File: src/rtl/pw_pkg.sv
package pw_pkg;
  localparam int ADDR_W = 32;
  localparam int OFF_W  = 12;
  localparam int IDX_W  = 10;
  localparam int VPN_W  = ADDR_W - OFF_W;
  localparam int PFN_W  = ADDR_W - OFF_W;
  localparam int BIT_PRESENT = 0;
  localparam int BIT_WRITE   = 1;
  localparam int BIT_USER    = 2;

  typedef struct packed {
    logic accept;
    logic latchPde;
    logic finishNp;
    logic finishWalk;
    logic finishHit;
    logic selPte;
  } walkStrobe_t;
endpackage

File: src/rtl/walk_tlb.sv
module walk_tlb #(
  parameter int ENTRIES = 4,
  parameter int VPN_W   = 20,
  parameter int PFN_W   = 20
) (
  input  logic             clk,
  input  logic             rstN,
  input  logic             flush,
  input  logic [VPN_W-1:0] lookVpn,
  input  logic             fillEn,
  input  logic [VPN_W-1:0] fillVpn,
  input  logic [PFN_W-1:0] fillPfn,
  input  logic             fillRw,
  input  logic             fillUs,
  output logic             hit,
  output logic [PFN_W-1:0] hitPfn,
  output logic             hitRw,
  output logic             hitUs
);
  localparam int PTR_W = (ENTRIES > 1) ? $clog2(ENTRIES) : 1;

  logic [ENTRIES-1:0] vld;
  logic [ENTRIES-1:0] hitVec;
  logic [VPN_W-1:0]   vpnArr [ENTRIES];
  logic [PFN_W-1:0]   pfnArr [ENTRIES];
  logic [ENTRIES-1:0] rwArr;
  logic [ENTRIES-1:0] usArr;
  logic [PTR_W-1:0]   victim;

  always_ff @(posedge clk) begin
    if (!rstN) begin
      vld    <= '0;
      victim <= '0;
    end else if (flush) begin
      vld    <= '0;
      victim <= '0;
    end else if (fillEn) begin
      vld[victim] <= 1'b1;
      victim <= (victim == PTR_W'(ENTRIES - 1)) ? '0 : victim + 1'b1;
    end
  end

  always_ff @(posedge clk) begin
    if (fillEn) begin
      vpnArr[victim] <= fillVpn;
      pfnArr[victim] <= fillPfn;
      rwArr[victim]  <= fillRw;
      usArr[victim]  <= fillUs;
    end
  end

  genvar g;
  generate
    for (g = 0; g < ENTRIES; g++) begin : gCmp
      assign hitVec[g] = vld[g] && (vpnArr[g] == lookVpn);
    end
  endgenerate

  always_comb begin
    hitPfn = '0;
    hitRw  = 1'b0;
    hitUs  = 1'b0;
    for (int i = 0; i < ENTRIES; i++) begin
      if (hitVec[i]) begin
        hitPfn = hitPfn | pfnArr[i];
        hitRw  = hitRw | rwArr[i];
        hitUs  = hitUs | usArr[i];
      end
    end
  end
  assign hit = |hitVec;


  hit_onehot_chk: assert property (@(posedge clk) disable iff (!rstN)
    $onehot0(hitVec));


  fill_on_miss_chk: assert property (@(posedge clk) disable iff (!rstN)
    fillEn |-> !hit);
endmodule

File: src/rtl/walk_ctrl.sv
module walk_ctrl
  import pw_pkg::*;
(
  input  logic        clk,
  input  logic        rstN,
  input  logic        reqValid,
  output logic        reqReady,
  input  logic        tlbHit,
  input  logic        rspPresent,
  output logic        memReqValid,
  input  logic        memReqReady,
  input  logic        memRspValid,
  output walkStrobe_t strobe
);
  typedef enum logic [2:0] {
    S_IDLE, S_LOOK, S_PDE_RQ, S_PDE_WT, S_PTE_RQ, S_PTE_WT
  } walkState_t;

  walkState_t state, nextState;

  always_ff @(posedge clk) begin
    if (!rstN) state <= S_IDLE;
    else       state <= nextState;
  end

  always_comb begin
    nextState = state;
    strobe    = '0;
    unique case (state)
      S_IDLE: if (reqValid) begin
        strobe.accept = 1'b1;
        nextState     = S_LOOK;
      end
      S_LOOK: if (tlbHit) begin
        strobe.finishHit = 1'b1;
        nextState        = S_IDLE;
      end else begin
        nextState = S_PDE_RQ;
      end
      S_PDE_RQ: if (memReqReady) nextState = S_PDE_WT;
      S_PDE_WT: if (memRspValid) begin
        if (rspPresent) begin
          strobe.latchPde = 1'b1;
          nextState       = S_PTE_RQ;
        end else begin
          strobe.finishNp = 1'b1;
          nextState       = S_IDLE;
        end
      end
      S_PTE_RQ: begin
        strobe.selPte = 1'b1;
        if (memReqReady) nextState = S_PTE_WT;
      end
      S_PTE_WT: begin
        strobe.selPte = 1'b1;
        if (memRspValid) begin
          strobe.finishWalk = 1'b1;
          nextState         = S_IDLE;
        end
      end
      default: nextState = S_IDLE;
    endcase
  end

  assign reqReady    = (state == S_IDLE);
  assign memReqValid = (state == S_PDE_RQ) || (state == S_PTE_RQ);


  busy_after_accept_chk: assert property (@(posedge clk) disable iff (!rstN)
    (reqValid && reqReady) |=> !reqReady);
endmodule

File: src/rtl/walk_dp.sv
module walk_dp
  import pw_pkg::*;
(
  input  logic              clk,
  input  logic              rstN,
  input  walkStrobe_t       strobe,
  input  logic [ADDR_W-1:0] reqAddr,
  input  logic              reqWrite,
  input  logic              reqUser,
  input  logic              baseWrEn,
  input  logic [ADDR_W-1:0] baseWrData,
  input  logic [ADDR_W-1:0] memRspData,
  output logic [ADDR_W-1:0] memReqAddr,
  output logic              rspPresent,
  output logic [VPN_W-1:0]  lookVpn,
  input  logic              tlbHit,
  input  logic [PFN_W-1:0]  hitPfn,
  input  logic              hitRw,
  input  logic              hitUs,
  output logic              tlbFlush,
  output logic              fillEn,
  output logic [VPN_W-1:0]  fillVpn,
  output logic [PFN_W-1:0]  fillPfn,
  output logic              fillRw,
  output logic              fillUs,
  output logic              rspValid,
  output logic              rspFault,
  output logic [ADDR_W-1:0] rspPhys,
  output logic [2:0]        rspErr,
  output logic [ADDR_W-1:0] faultAddr
);
  logic [ADDR_W-1:0] curAddr;
  logic              curWrite, curUser;
  logic [PFN_W-1:0]  dirBase;
  logic [PFN_W-1:0]  pdeFrame;
  logic              pdeRw, pdeUs;
  logic              isFault, isProt, finishAny;
  logic [PFN_W-1:0]  okPfn;
  logic              combRw, combUs;
  logic              unusedDataBits;

  assign unusedDataBits = ^{memRspData[OFF_W-1:BIT_USER+1], baseWrData[OFF_W-1:0], tlbHit};

  function automatic logic violates(input logic rw, input logic us,
                                    input logic wr, input logic usr);
    return (usr && !us) || (wr && !rw);
  endfunction

  always_ff @(posedge clk) begin
    if (!rstN) begin
      dirBase <= '0;
    end else if (baseWrEn) begin
      dirBase <= baseWrData[ADDR_W-1:OFF_W];
    end
  end

  always_ff @(posedge clk) begin
    if (!rstN) begin
      curAddr  <= '0;
      curWrite <= 1'b0;
      curUser  <= 1'b0;
    end else if (strobe.accept) begin
      curAddr  <= reqAddr;
      curWrite <= reqWrite;
      curUser  <= reqUser;
    end
  end

  always_ff @(posedge clk) begin
    if (!rstN) begin
      pdeFrame <= '0;
      pdeRw    <= 1'b0;
      pdeUs    <= 1'b0;
    end else if (strobe.latchPde) begin
      pdeFrame <= memRspData[ADDR_W-1:OFF_W];
      pdeRw    <= memRspData[BIT_WRITE];
      pdeUs    <= memRspData[BIT_USER];
    end
  end

  assign memReqAddr = strobe.selPte
    ? {pdeFrame, curAddr[OFF_W+IDX_W-1:OFF_W], 2'b00}
    : ({dirBase, {OFF_W{1'b0}}} + {{(ADDR_W-IDX_W-2){1'b0}}, curAddr[ADDR_W-1:ADDR_W-IDX_W], 2'b00});

  assign rspPresent = memRspData[BIT_PRESENT];
  assign lookVpn    = curAddr[ADDR_W-1:OFF_W];
  assign tlbFlush   = baseWrEn;

  assign combRw = pdeRw & memRspData[BIT_WRITE];
  assign combUs = pdeUs & memRspData[BIT_USER];

  always_comb begin
    isFault = 1'b0;
    isProt  = 1'b0;
    okPfn   = '0;
    if (strobe.finishHit) begin
      isProt  = violates(hitRw, hitUs, curWrite, curUser);
      isFault = isProt;
      okPfn   = hitPfn;
    end else if (strobe.finishNp) begin
      isFault = 1'b1;
    end else if (strobe.finishWalk) begin
      if (!memRspData[BIT_PRESENT]) begin
        isFault = 1'b1;
      end else begin
        isProt  = violates(combRw, combUs, curWrite, curUser);
        isFault = isProt;
        okPfn   = memRspData[ADDR_W-1:OFF_W];
      end
    end
  end

  assign finishAny = strobe.finishHit | strobe.finishNp | strobe.finishWalk;
  assign fillEn    = strobe.finishWalk && !isFault;
  assign fillVpn   = curAddr[ADDR_W-1:OFF_W];
  assign fillPfn   = memRspData[ADDR_W-1:OFF_W];
  assign fillRw    = combRw;
  assign fillUs    = combUs;

  always_ff @(posedge clk) begin
    if (!rstN) begin
      rspValid  <= 1'b0;
      rspFault  <= 1'b0;
      rspPhys   <= '0;
      rspErr    <= '0;
      faultAddr <= '0;
    end else begin
      rspValid <= finishAny;
      if (finishAny) begin
        rspFault <= isFault;
        rspErr   <= isFault ? {curUser, curWrite, isProt} : 3'b000;
        rspPhys  <= isFault ? '0 : {okPfn, curAddr[OFF_W-1:0]};
        if (isFault) faultAddr <= curAddr;
      end
    end
  end


  fault_addr_chk: assert property (@(posedge clk) disable iff (!rstN)
    (rspValid && rspFault) |-> (faultAddr == curAddr));


  err_mode_chk: assert property (@(posedge clk) disable iff (!rstN)
    (rspValid && rspFault) |-> (rspErr[2] == curUser && rspErr[1] == curWrite));


  rsp_pulse_chk: assert property (@(posedge clk) disable iff (!rstN)
    rspValid |=> !rspValid);
endmodule

File: src/rtl/pt_walker.sv
module pt_walker
  import pw_pkg::*;
#(
  parameter int TLB_ENTRIES = 4
) (
  input  logic        clk,
  input  logic        rstN,
  input  logic        reqValid,
  output logic        reqReady,
  input  logic [31:0] reqAddr,
  input  logic        reqWrite,
  input  logic        reqUser,
  input  logic        baseWrEn,
  input  logic [31:0] baseWrData,
  output logic        memReqValid,
  input  logic        memReqReady,
  output logic [31:0] memReqAddr,
  input  logic        memRspValid,
  input  logic [31:0] memRspData,
  output logic        rspValid,
  output logic        rspFault,
  output logic [31:0] rspPhys,
  output logic [2:0]  rspErr,
  output logic [31:0] faultAddr
);
  walkStrobe_t      strobe;
  logic             tlbHit, hitRw, hitUs, rspPresent;
  logic [PFN_W-1:0] hitPfn, fillPfn;
  logic [VPN_W-1:0] lookVpn, fillVpn;
  logic             tlbFlush, fillEn, fillRw, fillUs;

  walk_ctrl u_ctrl (
    .clk, .rstN, .reqValid, .reqReady, .tlbHit, .rspPresent,
    .memReqValid, .memReqReady, .memRspValid, .strobe
  );

  walk_dp u_dp (
    .clk, .rstN, .strobe, .reqAddr, .reqWrite, .reqUser, .baseWrEn,
    .baseWrData, .memRspData, .memReqAddr, .rspPresent, .lookVpn,
    .tlbHit, .hitPfn, .hitRw, .hitUs, .tlbFlush, .fillEn, .fillVpn,
    .fillPfn, .fillRw, .fillUs, .rspValid, .rspFault, .rspPhys,
    .rspErr, .faultAddr
  );

  walk_tlb #(.ENTRIES(TLB_ENTRIES), .VPN_W(VPN_W), .PFN_W(PFN_W)) u_tlb (
    .clk, .rstN, .flush(tlbFlush), .lookVpn, .fillEn, .fillVpn,
    .fillPfn, .fillRw, .fillUs, .hit(tlbHit), .hitPfn, .hitRw, .hitUs
  );


  mem_hold_chk: assert property (@(posedge clk) disable iff (!rstN)
    (memReqValid && !memReqReady) |=> (memReqValid && $stable(memReqAddr)));
endmodule

File: config.mk
export PLATFORM = sky130hd
export DESIGN_NAME = pt_walker
export DESIGN_NICKNAME = d
export VERILOG_FILES = /design/src/rtl/pw_pkg.sv /design/src/rtl/walk_tlb.sv /design/src/rtl/walk_ctrl.sv /design/src/rtl/walk_dp.sv /design/src/rtl/pt_walker.sv
export SDC_FILE = /design/constraint.sdc
export NUM_CORES = 1
export LEC_CHECK = 0
export ABC_AREA = 0
export CORE_ASPECT_RATIO = 1.2
export CORE_MARGIN = 2
export CORE_UTILIZATION = 54
export DETAILED_ROUTE_END_ITERATION = 8
export GPL_TIMING_DRIVEN = 1
export HOLD_SLACK_MARGIN = 0.06
export PLACE_DENSITY = 0.91
export SLEW_MARGIN = 20
export SYNTH_ARGS = -nofsm -noshare
export SYNTH_HDL_FRONTEND = slang
export SYNTH_SLANG_ARGS = --single-unit
File: constraint.sdc
create_clock -name clk -period 3.58 [get_ports clk]
set_input_delay 0.716 -clock clk [delete_from_list [all_inputs] [get_ports clk]]
set_output_delay 0.716 -clock clk [all_outputs]
set_load 0.03 [all_outputs]
==> flow_results.xml, run 1 <==
<?xml version="1.0" encoding="UTF-8"?>
<metrics>
  <group name="grt">
    <metric name="globalRoute.totalOverflow" unit="">0</metric>
    <metric name="grt_util_all_layers" unit="%">26.83</metric>
    <metric name="grt_pass1_vias" unit="">10160</metric>
    <metric name="pin_count_of_the_biggest_net_entering_global_routing" unit="">82</metric>
    <metric name="grt_antenna_before_repair" unit="">0</metric>
    <metric name="grt_first_pass_wirelength" unit="um">55960</metric>
  </group>
  <group name="setup_path">
    <metric name="startpoint_class_of_the_critical_path" unit="">flip-flop</metric>
    <metric name="reg2reg_to" unit="">u_dp.rspPhys[8]</metric>
    <metric name="crit_path_max_fanout" unit="">22</metric>
    <metric name="cp_top_family" unit="">buffers and inverters</metric>
    <metric name="critPathArrivalTime" unit="ns">2.64</metric>
    <metric name="regToRegSetupSlack" unit="ns">0.39</metric>
    <metric name="cp_cell_sequence" unit="">nand2b_4 -&gt; buf_12 -&gt; mux2_2 -&gt; clkdlybuf4s50_1</metric>
    <metric name="required" unit="ns">2.86</metric>
    <metric name="kind_of_critical_path" unit="">reg -&gt; out</metric>
    <metric name="setup.worst_path.end_class" unit="">output port</metric>
    <metric name="worst_r2r_startpoint" unit="">u_dp.curAddr[28]</metric>
    <metric name="cp_num_buf_inv" unit="">2</metric>
    <metric name="cell_depth_of_the_worst_flop_to_flop_path" unit="">8</metric>
    <metric name="critical_path_s_largest_stage_delay" unit="ns">0.60</metric>
    <metric name="critical_path.slowest_cell" unit="">sky130_fd_sc_hd__clkdlybuf4s50_1</metric>
  </group>
  <group name="route">
    <metric name="via_per_inst" unit="">5.964</metric>
    <metric name="drt_pre_antenna_iters" unit="">5</metric>
    <metric name="route.vias.total" unit="">10220</metric>
    <metric name="topRoutingLayerUsed" unit="">met4</metric>
    <metric name="wl" unit="um">36710</metric>
    <metric name="detail_route.drc_violations" unit="">0</metric>
    <metric name="met3RoutedLength" unit="um">2679</metric>
    <metric name="routed_wire_length_per_instance" unit="um">21.43</metric>
    <metric name="first_iter_violations" unit="">1022</metric>
    <metric name="met2WireLength" unit="um">18910</metric>
    <metric name="met1_length" unit="um">13700</metric>
    <metric name="antenna_violation_net_count_after_detailed_routing" unit="">0</metric>
  </group>
  <group name="placed_design">
    <metric name="dp_hpwl" unit="um">23470</metric>
    <metric name="portBuffers" unit="">183</metric>
    <metric name="place.gp.congestion" unit="">0.8913</metric>
  </group>
  <group name="final_layout">
    <metric name="nNetsFinal" unit="">1465</metric>
    <metric name="final_core_util" unit="%">67.75</metric>
    <metric name="layout-area-overhead-vs-synth" unit="%">24.10</metric>
    <metric name="antenna_cells_inserted" unit="">0</metric>
    <metric name="drive_above_1_share" unit="%">14.53</metric>
  </group>
  <group name="sta">
    <metric name="timing.max_slew.rel_slack" unit="%">29.84</metric>
    <metric name="fin_tns_setup" unit="ns">0</metric>
    <metric name="tightest_slew" unit="ns">1.049</metric>
    <metric name="setup_violations" unit="">0</metric>
    <metric name="layout_min_cycle_time" unit="ns">3.351</metric>
    <metric name="skew" unit="ns">0.02571</metric>
    <metric name="rsz0062_at_grt" unit="">false</metric>
    <metric name="finalCritPeriodShare" unit="%">93.61</metric>
    <metric name="timing_max_transition_violations_final" unit="">0</metric>
    <metric name="fmax" unit="MHz">298.4</metric>
    <metric name="hold_viol" unit="">0</metric>
  </group>
  <group name="outcome">
    <metric name="run_status" unit="">completed</metric>
  </group>
  <group name="run">
    <metric name="maxCapViolations" unit="">0</metric>
  </group>
  <group name="floorplanning">
    <metric name="die_x" unit="um">150.0</metric>
    <metric name="starting_density_of_the_core" unit="%">54.59</metric>
    <metric name="dieArea" unit="um^2">26880</metric>
    <metric name="io_pins" unit="">207</metric>
    <metric name="coreArea" unit="um^2">25300</metric>
    <metric name="fp.dieH" unit="um">179.2</metric>
    <metric name="number_of_rows_created_at_floorplan" unit="">64</metric>
  </group>
  <group name="hold_path">
    <metric name="timing.hold.worst_path_depth" unit="">2</metric>
    <metric name="hold_path_startpoint" unit="">u_dp.rspPhys[15]</metric>
    <metric name="whs_endpoint" unit="">u_dp.rspPhys[15]</metric>
    <metric name="hold_path_class" unit="">reg -&gt; reg</metric>
  </group>
  <group name="clocking">
    <metric name="numCtsBuffers" unit="">34</metric>
    <metric name="worst_setup_hold_path_clk_slew" unit="ns">0.06</metric>
    <metric name="cts_root_buf" unit="">sky130_fd_sc_hd__clkbuf_16</metric>
    <metric name="cts_htree_levels" unit="">2</metric>
    <metric name="cts_hold_fix_bufs" unit="">0</metric>
    <metric name="cts.sink_count" unit="">322</metric>
    <metric name="insertion_delay" unit="ns">0.52</metric>
    <metric name="clock_tree_from_tritoncts" unit="">yes</metric>
    <metric name="cts.path.max_buffers" unit="">3</metric>
  </group>
  <group name="synthesis">
    <metric name="synth_cell_types" unit="">58</metric>
    <metric name="yosysSeqAreaShare" unit="%">58.84</metric>
    <metric name="synth.area.top_cells" unit="">sky130_fd_sc_hd__edfxtp_1 37%, sky130_fd_sc_hd__dfxtp_1 22%, sky130_fd_sc_hd__nand2_1 5.6%</metric>
    <metric name="postSynth.asyncResetShare" unit="%">0</metric>
    <metric name="post_synth.cell_area_avg" unit="um^2">11.65</metric>
    <metric name="synth.yosys.warnings" unit="">0</metric>
    <metric name="synthMostInstantiatedCell" unit="">sky130_fd_sc_hd__nand2_1</metric>
    <metric name="yosys_most_used_dff" unit="">sky130_fd_sc_hd__edfxtp_1</metric>
    <metric name="post_synth_instance_area" unit="um^2">13810</metric>
    <metric name="yosys.area.top_type" unit="">sky130_fd_sc_hd__edfxtp_1</metric>
    <metric name="synth_enable_flop_cells" unit="">168</metric>
    <metric name="yosys.area.top_type_share" unit="%">36.52</metric>
    <metric name="post_synth_most_frequent_cells" unit="">207 x sky130_fd_sc_hd__nand2_1, 168 x sky130_fd_sc_hd__edfxtp_1, 154 x sky130_fd_sc_hd__dfxtp_1</metric>
    <metric name="synth_cells" unit="">1186</metric>
    <metric name="yosys_register_bits" unit="">322</metric>
  </group>
  <group name="pwr">
    <metric name="ir_drop" unit="V">0.0004247</metric>
    <metric name="pd_cells" unit="nW/um^2">477.4</metric>
    <metric name="power_leakage" unit="nW">5.953</metric>
  </group>
</metrics>
## sequential cells by signal (all words and copies together) (netlist names), 2 cells and up
| register | count |
|---|---|
| u_tlb.pfnArr | 80 |
| u_tlb.vpnArr | 80 |
| u_dp.curAddr | 32 |
| u_dp.faultAddr | 32 |
| u_dp.rspPhys | 32 |
| u_dp.dirBase | 20 |
| u_dp.pdeFrame | 20 |
| u_tlb.rwArr | 4 |
| u_tlb.usArr | 4 |
| u_tlb.vld | 4 |
| u_ctrl.state | 3 |
| u_dp.rspErr | 3 |
| u_tlb.victim | 2 |
## what timing repair did
action,in CTS,in global routing
endpoints found under the setup margin,0,1
resized for setup,0,1
buffers inserted,0,0
## metal layers
| layer | vias to the layer above | track usage (%) |
|---|---|---|
| li1 | 4638 | - |
| met1 | 4982 | 31.70 |
| met2 | 491 | 47.55 |
| met3 | 106 | 5.496 |
| met4 | 0 | 11.08 |
| met5 | - | 0 |
## logic make-up (layout without fill, tap and decap cells)
family | after synthesis | count (layout) | synth area share, %
fa+ha+maj | 5 | 5 | 0.4348
mux | 64 | 64 | 4.909
flops | 322 | 322 | 58.84
other cells | 1 | 2 | 0.02715
buf+inv | 101 | 297 | 3.568
xor+xnor | 80 | 80 | 5.072
compound gates | 222 | 222 | 14.27
simple gates | 391 | 391 | 12.89
## worst register-to-register path: stages (launching register included)
cell	delay, ns
sky130_fd_sc_hd__dfxtp_1	0.68
sky130_fd_sc_hd__xor2_1	0.26
sky130_fd_sc_hd__or2_1	0.13
sky130_fd_sc_hd__nor3b_1	0.04
sky130_fd_sc_hd__and4_1	0.24
sky130_fd_sc_hd__o41a_1	0.51
sky130_fd_sc_hd__nor2_2	0.81
sky130_fd_sc_hd__mux2i_1	0.32
sky130_fd_sc_hd__nor2_1	0.07
## layout by cell type, fill, tap and decap left out, types with 5 or more instances in the layout
cell type	synthesis	layout
sky130_fd_sc_hd__a211oi_1	20	20
sky130_fd_sc_hd__a21oi_1	60	60
sky130_fd_sc_hd__a22o_1	19	19
sky130_fd_sc_hd__a22oi_1	23	23
sky130_fd_sc_hd__a2bb2oi_2	28	28
sky130_fd_sc_hd__and2_1	5	5
sky130_fd_sc_hd__and3_1	37	33
sky130_fd_sc_hd__and4_1	5	5
sky130_fd_sc_hd__buf_12	0	7
sky130_fd_sc_hd__buf_4	7	40
sky130_fd_sc_hd__clkbuf_1	43	12
sky130_fd_sc_hd__clkbuf_16	0	34
sky130_fd_sc_hd__clkbuf_8	0	6
sky130_fd_sc_hd__clkdlybuf4s50_1	0	182
sky130_fd_sc_hd__dfxtp_1	154	154
sky130_fd_sc_hd__edfxtp_1	168	168
sky130_fd_sc_hd__mux2_2	30	30
sky130_fd_sc_hd__mux2i_1	34	34
sky130_fd_sc_hd__nand2_1	207	207
sky130_fd_sc_hd__nand2b_1	6	5
sky130_fd_sc_hd__nand3_1	8	8
sky130_fd_sc_hd__nand4_1	15	15
sky130_fd_sc_hd__nor2_1	73	71
sky130_fd_sc_hd__nor4_1	15	14
sky130_fd_sc_hd__o21ai_1	20	20
sky130_fd_sc_hd__o311ai_2	28	28
sky130_fd_sc_hd__xnor2_1	54	54
sky130_fd_sc_hd__xor2_1	26	26
## worst max path at each step
stage	start	end	slack, ns	depth (start not counted)
2_1_floorplan	memRspValid	u_tlb.pfnArr[0][0]	0.55	5
3_3_place_gp	u_dp.curAddr[21]	u_dp.faultAddr[13]	0.53	10
3_5_place_dp	u_dp.curAddr[21]	u_dp.rspPhys[29]	0.44	9
4_1_cts	u_ctrl.state[1]	memReqAddr[11]	0.08	4
5_1_grt	u_ctrl.state[1]	memReqAddr[11]	0.15	4
6_report	u_ctrl.state[1]	memReqAddr[11]	0.23	4
## metrics by stage
stage	setup WS, ns	cells	instance area [um^2]	total power, W	hold WS [ns]
after detailed placement	0.4417	1651	16060	0.004817	0.4411
after CTS	0.08469	1713	17140	0.008204	0.4554
after floorplan	0.5471	1187	13820	0.004500	0.4338
after global placement	0.5285	1651	16060	0.004791	0.4361
after global routing	0.1454	1713	17140	0.008415	0.4718
final	0.2289	1713	17140	0.008185	0.4513
## layout make-up
cell class,count,area (um^2)
fill,1769,8160
clock inverter,10,100.1
clock buffer,52,978.4
sequential,322,8128
timing repair buffer,230,2267
tap,330,412.9
inverter,5,18.77
multi-input combinational,764,5239
## power by group
| group | total [W] | leakage [nW] | switching [W] | internal [W] |
|---|---|---|---|---|
| Sequential | 0.00403 | 2.76 | 0.0000932 | 0.00394 |
| Clock | 0.00343 | 0.527 | 0.00146 | 0.00198 |
| Combinational | 0.000718 | 2.66 | 0.000414 | 0.000305 |
| Total | 0.00818 | 5.95 | 0.00196 | 0.00622 |
(Power assumes the default switching activity.)
==> run 2: changes to the inputs <==
--- a/config.mk
+++ b/config.mk
@@ -6,7 +6,7 @@
 export NUM_CORES = 1
 export LEC_CHECK = 0
 export ABC_AREA = 0
-export CORE_ASPECT_RATIO = 1.2
+export CORE_ASPECT_RATIO = 1.4
 export CORE_MARGIN = 2
 export CORE_UTILIZATION = 54
 export DETAILED_ROUTE_END_ITERATION = 8
==> run 2 against run 1 <==
Effect of this change: core utilization shrank 0.41 points; final area shrank 0.63%; clock power shrank 10%; largest cell class unchanged.
==> flow_results.xml, run 2 (same netlist as run 1, synthesis figures left out) <==
<?xml version="1.0" encoding="UTF-8"?>
<metrics>
  <group name="outcome">
    <metric name="run_status" unit="">completed</metric>
  </group>
  <group name="sta">
    <metric name="rsz0062_at_grt" unit="">false</metric>
    <metric name="worst_slack" unit="ns">0.1021</metric>
    <metric name="fin_tns_setup" unit="ns">0</metric>
    <metric name="setup_violations" unit="">0</metric>
    <metric name="finalCritPeriodShare" unit="%">97.15</metric>
    <metric name="hold_viol" unit="">0</metric>
    <metric name="timing_max_transition_violations_final" unit="">0</metric>
    <metric name="layout_min_cycle_time" unit="ns">3.478</metric>
    <metric name="timing.max_slew.rel_slack" unit="%">28.70</metric>
    <metric name="fmax" unit="MHz">287.5</metric>
    <metric name="skew" unit="ns">0.02967</metric>
    <metric name="tightest_slew" unit="ns">1.066</metric>
  </group>
  <group name="grt">
    <metric name="globalRoute.totalOverflow" unit="">0</metric>
    <metric name="global_route.usage.met3" unit="%">3.985</metric>
    <metric name="grt-busiest-layer" unit="">met2</metric>
    <metric name="globalRouteMet1Util" unit="%">30.35</metric>
    <metric name="pin_count_of_the_biggest_net_entering_global_routing" unit="">82</metric>
    <metric name="grt_first_pass_wirelength" unit="um">56520</metric>
    <metric name="grtUsageMet2" unit="%">47.58</metric>
    <metric name="grt_antenna_before_repair" unit="">2</metric>
    <metric name="grt_pass1_vias" unit="">10430</metric>
    <metric name="grt_util_all_layers" unit="%">26.20</metric>
  </group>
  <group name="final_layout">
    <metric name="drive_above_1_share" unit="%">14.57</metric>
    <metric name="layout_commonest_cell" unit="">sky130_fd_sc_hd__nand2_1</metric>
    <metric name="layout-area-overhead-vs-synth" unit="%">23.31</metric>
    <metric name="regs_by_ff_count" unit="">u_tlb.pfnArr x80, u_tlb.vpnArr x80</metric>
    <metric name="final_cell_mix" unit="">207 x sky130_fd_sc_hd__nand2_1, 182 x sky130_fd_sc_hd__clkdlybuf4s50_1, 168 x sky130_fd_sc_hd__edfxtp_1</metric>
    <metric name="nNetsFinal" unit="">1465</metric>
  </group>
  <group name="clocking">
    <metric name="cts_setup_buffers" unit="">0</metric>
    <metric name="insertion_delay" unit="ns">0.56</metric>
    <metric name="cts.sink_count" unit="">322</metric>
    <metric name="cts_htree_levels" unit="">1</metric>
    <metric name="cts_hold_fix_bufs" unit="">0</metric>
    <metric name="cts_root_buf" unit="">sky130_fd_sc_hd__clkbuf_16</metric>
    <metric name="cts.path.max_buffers" unit="">3</metric>
    <metric name="postCtsResizedCells" unit="">0</metric>
    <metric name="numCtsBuffers" unit="">29</metric>
    <metric name="clock_tree_from_tritoncts" unit="">yes</metric>
    <metric name="worst_setup_hold_path_clk_slew" unit="ns">0.06</metric>
  </group>
  <group name="route">
    <metric name="via_per_inst" unit="">5.980</metric>
    <metric name="drt_pre_antenna_iters" unit="">5</metric>
    <metric name="routed_wire_length_per_instance" unit="um">21.19</metric>
    <metric name="wl" unit="um">36040</metric>
    <metric name="antenna_violation_net_count_after_detailed_routing" unit="">0</metric>
    <metric name="route.vias.total" unit="">10170</metric>
    <metric name="detail_route.drc_violations" unit="">0</metric>
    <metric name="first_iter_violations" unit="">859</metric>
  </group>
  <group name="hold_path">
    <metric name="hold_path_class" unit="">reg -&gt; reg</metric>
    <metric name="timing.hold.worst_path_depth" unit="">2</metric>
  </group>
  <group name="run">
    <metric name="maxCapViolations" unit="">0</metric>
  </group>
  <group name="floorplanning">
    <metric name="die_x" unit="um">139.2</metric>
    <metric name="number_of_rows_created_at_floorplan" unit="">69</metric>
    <metric name="io_pins" unit="">207</metric>
    <metric name="coreArea" unit="um^2">25300</metric>
    <metric name="fp.dieH" unit="um">193.3</metric>
    <metric name="dieArea" unit="um^2">26900</metric>
    <metric name="starting_density_of_the_core" unit="%">54.61</metric>
  </group>
  <group name="setup_path">
    <metric name="setup.worst_path.end_class" unit="">output port</metric>
    <metric name="required" unit="ns">2.86</metric>
    <metric name="kind_of_critical_path" unit="">reg -&gt; out</metric>
    <metric name="startpoint_class_of_the_critical_path" unit="">flip-flop</metric>
    <metric name="cell_depth_of_the_worst_flop_to_flop_path" unit="">9</metric>
    <metric name="critPathArrivalTime" unit="ns">2.76</metric>
    <metric name="crit_path_max_fanout" unit="">25</metric>
  </group>
  <group name="placed_design">
    <metric name="dp_worst_setup_slack" unit="ns">0.3629</metric>
    <metric name="place.gp.congestion" unit="">0.9063</metric>
    <metric name="dp_hpwl" unit="um">23490</metric>
    <metric name="portBuffers" unit="">183</metric>
  </group>
  <group name="pwr">
    <metric name="pd_cells" unit="nW/um^2">460.2</metric>
    <metric name="power_leakage" unit="nW">5.927</metric>
    <metric name="ir_drop" unit="V">0.0003893</metric>
  </group>
</metrics>
[run 2: per-layer routing]
metal	vias to the layer above	share of wire, %
met2	446	53
li1	4620	-
met3	92	6.4
met4	0	3.8
met5	-	0
met1	5014	37
[run 2: layout make-up]
cell class              instances  area, um^2
diodes                          2       5.005
clock buffers                  49       915.9
inverters                       5       18.77
clock inverters                 5       30.03
repair buffers                235        2305
multi-input cells             764        5234
flip-flops and latches        322        8128
fillers                      1734        8260
well taps                     319       399.1
[run 2: worst max-delay path, cell delays in order, from the launching register on]
cell and delay (ns):
sky130_fd_sc_hd__dfxtp_1 0.51, sky130_fd_sc_hd__nand2b_2 0.45, sky130_fd_sc_hd__buf_12 0.25, sky130_fd_sc_hd__mux2_2 0.37
sky130_fd_sc_hd__clkdlybuf4s50_1 0.61
[run 2: metrics by stage]
| step | utilization, % | cell area, um^2 | instances | hold WS [ns] | total power, W |
|---|---|---|---|---|---|
| after detailed placement | 63.59 | 16080 | 1645 | 0.4437 | 0.004838 |
| after global placement | 63.59 | 16080 | 1645 | 0.4377 | 0.004815 |
| after global routing | 67.34 | 17040 | 1701 | 0.4764 | 0.008059 |
| after floorplan | - | 13820 | 1187 | 0.4338 | 0.004500 |
| final | 67.34 | 17040 | 1701 | 0.4537 | 0.007839 |
| after CTS | 67.32 | 17030 | 1699 | 0.4532 | 0.007850 |
[run 2: path summary, 6_finish.rpt]
path | slack, ns | end | startpoint
max | 0.10 | memReqAddr[14] | u_ctrl.state[1]
min | 0.45 | u_dp.rspPhys[31] | u_dp.rspPhys[31]
max reg2reg | 0.31 | u_dp.rspPhys[7] | u_dp.curAddr[28]
min reg2reg | 0.45 | u_dp.rspPhys[31] | u_dp.rspPhys[31]
[run 2: power breakdown]
part	total [W]	leakage, nW	internal (W)	switching [W]
Sequential	0.00403	2.76	0.00394	0.0000901
Clock	0.00307	0.470	0.00174	0.00133
Combinational	0.000746	2.69	0.000318	0.000428
